$ cat src/rtl/uart_rtr_pkg.sv
package uart_rtr_pkg;

    typedef enum logic [1:0] {
        MODE_NORMAL = 2'b00,
        MODE_ECHO   = 2'b01,
        MODE_LOCAL  = 2'b10,
        MODE_REMOTE = 2'b11
    } chan_mode_e;

    localparam int CTRL_W = 10;
    localparam int B_RXCLR = 0;
    localparam int B_TXCLR = 1;
    localparam int B_RXEN  = 2;
    localparam int B_RXOFF = 3;
    localparam int B_TXEN  = 4;
    localparam int B_TXOFF = 5;
    localparam int B_MODE  = 8;

    localparam logic [CTRL_W-1:0] CTRL_RESET = 10'h128;
    localparam logic [CTRL_W-1:0] CTRL_KEEP  = 10'h33C;

    typedef struct packed {
        chan_mode_e mode;
        logic       rx_on;
        logic       tx_on;
    } route_cfg_t;

endpackage

$ cat src/rtl/uart_rtr_fifo.sv
module uart_rtr_fifo #(
    parameter int DEPTH = 64,
    parameter int W     = 8
) (
    input  logic                     clk,
    input  logic                     rst_n,
    input  logic                     clr,
    input  logic                     push,
    input  logic [W-1:0]             din,
    input  logic                     pop,
    output logic [W-1:0]             head,
    output logic [$clog2(DEPTH):0]   count,
    output logic                     full,
    output logic                     empty
);
    localparam int AW = $clog2(DEPTH);

    typedef struct packed {
        logic [AW:0] wp;
        logic [AW:0] rp;
    } fst_t;

    fst_t st_d, st_q;
    logic [W-1:0] mem_q [DEPTH];

    always_comb begin
        st_d = st_q;
        if (clr) begin
            st_d.wp = '0;
            st_d.rp = '0;
        end else begin
            if (push) st_d.wp = st_q.wp + 1'b1;
            if (pop)  st_d.rp = st_q.rp + 1'b1;
        end
    end

    always_ff @(posedge clk or negedge rst_n) begin
        if (!rst_n) st_q <= '0;
        else        st_q <= st_d;
    end

    always_ff @(posedge clk) begin
        if (push && !clr) mem_q[st_q.wp[AW-1:0]] <= din;
    end

    assign count = st_q.wp - st_q.rp;
    assign full  = (count == (AW+1)'(DEPTH));
    assign empty = (count == '0);
    assign head  = mem_q[st_q.rp[AW-1:0]];

    // level stays within the depth
    a_r9_no_overflow: assert property (@(posedge clk) disable iff (!rst_n)
        count <= (AW+1)'(DEPTH));
    // the router never pushes into a full buffer nor pops an empty one
    a_r9_push_room: assert property (@(posedge clk) disable iff (!rst_n)
        push |-> !full);
    a_r9_pop_data: assert property (@(posedge clk) disable iff (!rst_n)
        pop |-> !empty);
    // a clear empties the buffer at the next edge
    a_r5_clear_empties: assert property (@(posedge clk) disable iff (!rst_n)
        clr |=> count == '0);
endmodule

$ cat src/rtl/uart_rtr_ctrl.sv
module uart_rtr_ctrl
    import uart_rtr_pkg::*;
(
    input  logic              clk,
    input  logic              rst_n,
    input  logic              wr,
    input  logic [CTRL_W-1:0] wdata,
    output logic [CTRL_W-1:0] rdata,
    output route_cfg_t        cfg,
    output logic              rx_clr,
    output logic              tx_clr
);
    logic [CTRL_W-1:0] ctrl_d, ctrl_q;

    always_comb begin
        ctrl_d = ctrl_q;
        if (wr) ctrl_d = wdata & CTRL_KEEP;
    end

    always_ff @(posedge clk or negedge rst_n) begin
        if (!rst_n) ctrl_q <= CTRL_RESET;
        else        ctrl_q <= ctrl_d;
    end

    assign rdata     = ctrl_q;
    assign cfg.mode  = chan_mode_e'(ctrl_q[B_MODE+1:B_MODE]);
    assign cfg.rx_on = ctrl_q[B_RXEN] && !ctrl_q[B_RXOFF];
    assign cfg.tx_on = ctrl_q[B_TXEN] && !ctrl_q[B_TXOFF];
    assign rx_clr    = wr && wdata[B_RXCLR];
    assign tx_clr    = wr && wdata[B_TXCLR];
endmodule

$ cat src/rtl/uart_rtr_route.sv
module uart_rtr_route
    import uart_rtr_pkg::*;
(
    input  route_cfg_t cfg,
    input  logic       cpu_wr,
    input  logic       rcv_valid,
    input  logic       rx_full,
    input  logic       tx_full,
    output logic       rcv_ready,
    output logic       rx_push,
    output logic       rx_from_cpu,
    output logic       tx_push,
    output logic       tx_from_cpu,
    output logic       ovr_hit
);
    logic cpu_to_rx, cpu_to_tx, rcv_take, rcv_to_rx, rcv_to_tx;

    always_comb begin
        unique case (cfg.mode)
            MODE_NORMAL: rcv_ready = !rx_full;
            MODE_ECHO:   rcv_ready = !rx_full && !tx_full;
            MODE_LOCAL:  rcv_ready = 1'b1;
            default:     rcv_ready = !tx_full;
        endcase
        cpu_to_rx = cpu_wr && (cfg.mode == MODE_LOCAL)  && cfg.rx_on;
        cpu_to_tx = cpu_wr && (cfg.mode == MODE_NORMAL) && cfg.tx_on;
        rcv_take  = rcv_valid && rcv_ready;
        rcv_to_rx = rcv_take && cfg.rx_on &&
                    (cfg.mode == MODE_NORMAL || cfg.mode == MODE_ECHO);
        rcv_to_tx = rcv_take && cfg.tx_on &&
                    (cfg.mode == MODE_ECHO || cfg.mode == MODE_REMOTE);
        rx_from_cpu = cpu_to_rx;
        tx_from_cpu = cpu_to_tx;
        rx_push   = (cpu_to_rx && !rx_full) || rcv_to_rx;
        tx_push   = (cpu_to_tx && !tx_full) || rcv_to_tx;
        ovr_hit   = (cpu_to_rx && rx_full) || (cpu_to_tx && tx_full);
    end
endmodule

$ cat src/rtl/uart_chmode_router.sv
module uart_chmode_router
    import uart_rtr_pkg::*;
#(
    parameter int FIFO_DEPTH = 64,
    parameter int DATA_W     = 8
) (
    input  logic                          clk,
    input  logic                          rst_n,
    input  logic                          ctrl_wr,
    input  logic [9:0]                    ctrl_wdata,
    output logic [9:0]                    ctrl_rdata,
    input  logic                          dat_wr,
    input  logic [DATA_W-1:0]             dat_wdata,
    input  logic                          dat_rd,
    output logic [DATA_W-1:0]             dat_rdata,
    input  logic                          rx_in_valid,
    input  logic [DATA_W-1:0]             rx_in_data,
    output logic                          rx_in_ready,
    output logic                          tx_out_valid,
    output logic [DATA_W-1:0]             tx_out_data,
    input  logic                          tx_out_ready,
    output logic [$clog2(FIFO_DEPTH):0]   rx_count,
    output logic [$clog2(FIFO_DEPTH):0]   tx_count,
    output logic                          overrun
);
    localparam int CW   = $clog2(FIFO_DEPTH) + 1;
    localparam int NF   = 2;
    localparam int F_RX = 0;
    localparam int F_TX = 1;

    route_cfg_t cfg;
    logic       rx_clr, tx_clr;
    logic       rx_push, rx_from_cpu, tx_push, tx_from_cpu, ovr_hit;

    logic              f_clr   [NF];
    logic              f_push  [NF];
    logic              f_pop   [NF];
    logic [DATA_W-1:0] f_din   [NF];
    logic [DATA_W-1:0] f_head  [NF];
    logic [CW-1:0]     f_cnt   [NF];
    logic              f_full  [NF];
    logic              f_empty [NF];

    uart_rtr_ctrl u_ctrl (
        .clk    (clk),
        .rst_n  (rst_n),
        .wr     (ctrl_wr),
        .wdata  (ctrl_wdata),
        .rdata  (ctrl_rdata),
        .cfg    (cfg),
        .rx_clr (rx_clr),
        .tx_clr (tx_clr)
    );

    uart_rtr_route u_route (
        .cfg         (cfg),
        .cpu_wr      (dat_wr),
        .rcv_valid   (rx_in_valid),
        .rx_full     (f_full[F_RX]),
        .tx_full     (f_full[F_TX]),
        .rcv_ready   (rx_in_ready),
        .rx_push     (rx_push),
        .rx_from_cpu (rx_from_cpu),
        .tx_push     (tx_push),
        .tx_from_cpu (tx_from_cpu),
        .ovr_hit     (ovr_hit)
    );

    logic rd_pop;
    assign rd_pop = dat_rd && cfg.rx_on && !f_empty[F_RX];

    assign f_clr[F_RX]  = rx_clr;
    assign f_push[F_RX] = rx_push;
    assign f_pop[F_RX]  = rd_pop;
    assign f_din[F_RX]  = rx_from_cpu ? dat_wdata : rx_in_data;
    assign f_clr[F_TX]  = tx_clr;
    assign f_push[F_TX] = tx_push;
    assign f_pop[F_TX]  = tx_out_ready && !f_empty[F_TX];
    assign f_din[F_TX]  = tx_from_cpu ? dat_wdata : rx_in_data;

    for (genvar g = 0; g < NF; g++) begin : g_fifo
        uart_rtr_fifo #(.DEPTH(FIFO_DEPTH), .W(DATA_W)) u_fifo (
            .clk   (clk),
            .rst_n (rst_n),
            .clr   (f_clr[g]),
            .push  (f_push[g]),
            .din   (f_din[g]),
            .pop   (f_pop[g]),
            .head  (f_head[g]),
            .count (f_cnt[g]),
            .full  (f_full[g]),
            .empty (f_empty[g])
        );
    end

    typedef struct packed {
        logic [DATA_W-1:0] rdata;
        logic              ovr;
    } rd_st_t;

    rd_st_t rs_d, rs_q;

    always_comb begin
        rs_d     = rs_q;
        rs_d.ovr = ovr_hit;
        if (dat_rd) rs_d.rdata = rd_pop ? f_head[F_RX] : '0;
    end

    always_ff @(posedge clk or negedge rst_n) begin
        if (!rst_n) rs_q <= '0;
        else        rs_q <= rs_d;
    end

    assign dat_rdata    = rs_q.rdata;
    assign overrun      = rs_q.ovr;
    assign rx_count     = f_cnt[F_RX];
    assign tx_count     = f_cnt[F_TX];
    assign tx_out_valid = !f_empty[F_TX];
    assign tx_out_data  = f_head[F_TX];

    // an overrun pulse follows a CPU data write
    a_r6_ovr_after_write: assert property (@(posedge clk) disable iff (!rst_n)
        overrun |-> $past(dat_wr));
    // reading an empty RX FIFO yields zero
    a_r7_empty_read_zero: assert property (@(posedge clk) disable iff (!rst_n)
        dat_rd && rx_count == '0 |=> dat_rdata == '0);
    // in normal mode ready implies free RX space
    a_r8_ready_room: assert property (@(posedge clk) disable iff (!rst_n)
        rx_in_ready && cfg.mode == MODE_NORMAL |-> rx_count < CW'(FIFO_DEPTH));
    // in local loopback the receiver cannot change the RX level
    a_r3_local_rx_quiet: assert property (@(posedge clk) disable iff (!rst_n)
        cfg.mode == MODE_LOCAL && !dat_wr && !dat_rd && !ctrl_wr
        |=> rx_count == $past(rx_count));
    // a stalled transmit byte stays put
    a_r10_tx_hold: assert property (@(posedge clk) disable iff (!rst_n)
        tx_out_valid && !tx_out_ready && !ctrl_wr
        |=> tx_out_valid && tx_out_data == $past(tx_out_data));
endmodule

$ cat config.mk
export PLATFORM = sky130hd
export DESIGN_NAME = uart_chmode_router
export DESIGN_NICKNAME = d
export VERILOG_FILES = /design/src/rtl/uart_rtr_pkg.sv /design/src/rtl/uart_rtr_fifo.sv /design/src/rtl/uart_rtr_ctrl.sv /design/src/rtl/uart_rtr_route.sv /design/src/rtl/uart_chmode_router.sv
export SDC_FILE = /design/constraint.sdc
export NUM_CORES = 1
export LEC_CHECK = 0
export BUFFER_PORTS_ARGS = -buffer_cell sky130_fd_sc_hd__buf_2
export CAP_MARGIN = 5
export CORE_ASPECT_RATIO = 0.75
export CORE_MARGIN = 5
export CORE_UTILIZATION = 55
export CTS_BUF_LIST = sky130_fd_sc_hd__clkbuf_8
export DETAILED_ROUTE_END_ITERATION = 8
export GPL_TIMING_DRIVEN = 0
export PLACE_DENSITY = 0.82
export SKIP_LAST_GASP = 1
export SYNTH_ARGS = -nofsm -noshare
export SYNTH_HDL_FRONTEND = slang
export SYNTH_HIERARCHICAL = 1
export SYNTH_SLANG_ARGS = --single-unit
$ cat constraint.sdc
create_clock -name clk -period 4.4 [get_ports clk]
set_clock_uncertainty 0.15 [all_clocks]
set_input_delay 1.32 -clock clk [delete_from_list [all_inputs] [get_ports clk]]
set_output_delay 1.32 -clock clk [all_outputs]
set_load 0.05 [all_outputs]
==> flow_metrics.env <==
export IMPL_outcome="finished with violations"
export IMPL_violations="negative setup slack"
export IMPL_gp_congestion=0.993
export IMPL_clkTransAtPathRegs_ns=0.07
export IMPL_ant_nets=0
export IMPL_vias_per_cell=6.68
export IMPL_hold_violations=0
export IMPL_finalCritPeriodShare_pct=116
export IMPL_fin_cells=3801
export IMPL_die_height_um=252
export IMPL_clock_latency_ns=0.82
export IMPL_cts_tree="done"
export IMPL_grt_pass1_vias=24942
export IMPL_synthTopCellsByArea="edfxtp_1, mux4_2, mux2i_1"
export IMPL_core_um2=77300
export IMPL_htreeDepth=4
export IMPL_die_width_um=333
export IMPL_period_needed_ns=5.10
export IMPL_rows=88
export IMPL_track_usage_pct=27.1
export IMPL_setup_violations=527
export IMPL_synth_edf_count=1024
export IMPL_yosys_area_top_type_share_pct=71.4
export IMPL_cts_buffers=160
export IMPL_slew_viol_final=0
export IMPL_hp_start="dat_rdata[1]"
export IMPL_placed_cell_area_um2=45900
export IMPL_mostFrequentLayoutCells="edfxtp_1, mux4_2, clkbuf_8"
export IMPL_synth_seq_area_share_pct=73.9
export IMPL_fmax_ghz=0.196
export IMPL_drv_cap=0
export IMPL_synthesis_area_um2=43000
export IMPL_rsz0062_at_grt="yes"
export IMPL_final_layout_size_suffix_gt1_share_pct=34.9
export IMPL_cts_root_buf="clkbuf_8"
export IMPL_ys_ff_latch=1067
export IMPL_port_buffer_count=67
export IMPL_grt_pass1_wl_um=167000
export IMPL_syn_area_per_cell_um2=18.9
export IMPL_dp_hpwl_um=71000
export IMPL_synthCells=2274
export IMPL_cp_end_kind="primary output"
export IMPL_dr_total_vias=25374
export IMPL_synth_warnings=6
export IMPL_cts_sinks=1067
export IMPL_start_util_pct=55.7
export IMPL_synth_top_area_cell="edfxtp_1"
export IMPL_overflow=0
export IMPL_ys_async_sr_fraction_pct=4.03
export IMPL_cp_arrival_ns=3.63
export IMPL_final_common_cell="edfxtp_1"
export IMPL_place_inst=3379
export IMPL_worst_hold_path_type="reg -> reg"
export IMPL_antenna_found_initial=2
export IMPL_ys_types=68
export IMPL_pin_count=76
export IMPL_tightest_slew_ns=1.19
export IMPL_crit_path_max_fanout=7
export IMPL_areaGrowthSynthToFinish_pct=20.0
export IMPL_r2r_start="g_fifo[1].u_fifo/st_q[1]"
export IMPL_drt_iter0_drc=4186
export IMPL_grt_max_degree=65
export IMPL_pwr_density_cell_nw_per_um2=515
export IMPL_worst_ep_required_time_ns=2.93
export IMPL_p_leak_uw=0.0166
export IMPL_ir_worst_vdd_uv=468
export IMPL_wl_um=117000
export IMPL_maxSlewHeadroom_pct=20.3
export IMPL_setup_ws_ns=-0.698
export IMPL_drt_first_pass_iters=6
export IMPL_synthFlopType="edfxtp_1"
export IMPL_design_die_area_um2=84000
export IMPL_final_nets=2686
export IMPL_hold_ws_ns=0.333
export IMPL_drc=0
export IMPL_final_area_um2=51700
export IMPL_crit_type="reg -> out"
export IMPL_wl_per_cell_um=30.7
export IMPL_cp_startpoint="g_fifo[0].u_fifo/st_q[2]"
export IMPL_cp_start_kind="flip-flop"
export IMPL_clockBufferDepth=3
-- critical path: stages, from the launching register on --
cell and delay (ns):
dfrtp_1 0.38, buf_6 0.14, clkinvlp_4 0.11, ha_1 0.34
a21o_1 0.18, a21o_1 0.20, a2111o_1 0.41, o211ai_1 0.12
nor3b_4 0.45, nor2b_4 0.27, a21oi_4 0.04, buf_6 0.16
-- power breakdown --
group	total, µW	internal (µW)	switching [µW]
registers	11300	11300	63.4
clock network	7660	3810	3850
logic	7610	3090	4520
-- state kept, by name, indices dropped and copies added (netlist names) --
| register | flops |
|---|---|
| g_fifo.u_fifo/st_q | 28 |
| u_ctrl/rdata | 6 |
| g_fifo.u_fifo/mem_q | 1024 |
| dat_rdata | 8 |
| overrun | 1 |
-- logic make-up after synthesis --
kind of cell	count (synthesis)	share of synthesized area (%)
AOI/OAI and AO/OA	283	4.94
xor gates and xnor gates	26	0.529
adders and majority gates	18	0.558
buffers and inverters	161	2.14
DFF	1067	73.9
muxes	364	14.0
other	1	0.00871
and+or+nand+nor	354	3.83
-- layer usage --
layer / vias up / share of wire (%) / routed length (µm) / global-route usage, %
li1: 10057 / - / - / -
met1: 12841 / 37 / 43500 / 39.1
met2: 2123 / 44 / 51000 / 39.0
met3: 353 / 15 / 17800 / 9.63
met4: 0 / 3.6 / 4240 / 9.18
met5: - / 0 / 0 / 0
-- layout make-up --
class	count	area, µm²
Antenna cell	2	5.00
Inverter	24	129
Multi-Input combinational cell	1049	12100
Sequential cell	1067	31800
Clock inverter	130	774
Tap cell	1035	1290
Fill cell	4617	25600
Buffer	127	1090
Timing Repair Buffer	206	2260
Clock buffer	161	2220
-- synthesized netlist by cell type (all sizes together), types with 30 or more instances --
cell    count
clkbuf     62
nand2      45
a22oi      30
nor2      175
edfxtp   1024
mux2i     155
o21ai      30
mux4      181
buf        75
a21oi      41
nand3      33
dfrtp      40
-- what timing repair did --
action / in CTS / in global routing
gates cloned: 2 / 2
hold buffers: 0 / 0
pin swaps: 79 / 49
setup endpoints to repair: 1056 / 708
buffers inserted: 103 / 38
resized for setup: 211 / 85
-- through the flow --
step	total power, µW	setup TNS, ns	worst slack [ns]	utilization (%)
6_report	26600	-173.45	-0.698	66.8
5_1_grt	27300	-210.14	-0.873	66.8
3_5_place_dp	17600	-835.29	-1.05	59.4
2_1_floorplan	15800	-55.23	-0.224	-
4_1_cts	26000	-102.44	-0.904	66.1
3_3_place_gp	17500	-737.81	-0.904	59.4
-- path summary, 6_finish.rpt --
check | endpoint | slack, ns | depth (start not counted)
max | rx_in_ready | -0.70 | 11
min | dat_rdata[1] | 0.33 | 1
max reg2reg | g_fifo[0].u_fifo/mem_q[6][0] | -0.46 | 19
min reg2reg | dat_rdata[1] | 0.33 | 1
max in group asynchronous | g_fifo[1].u_fifo/st_q[7] | 2.71 | 1
min in group asynchronous | dat_rdata[2] | 0.56 | 1
No activity file was read; power rests on OpenSTA's default activity.
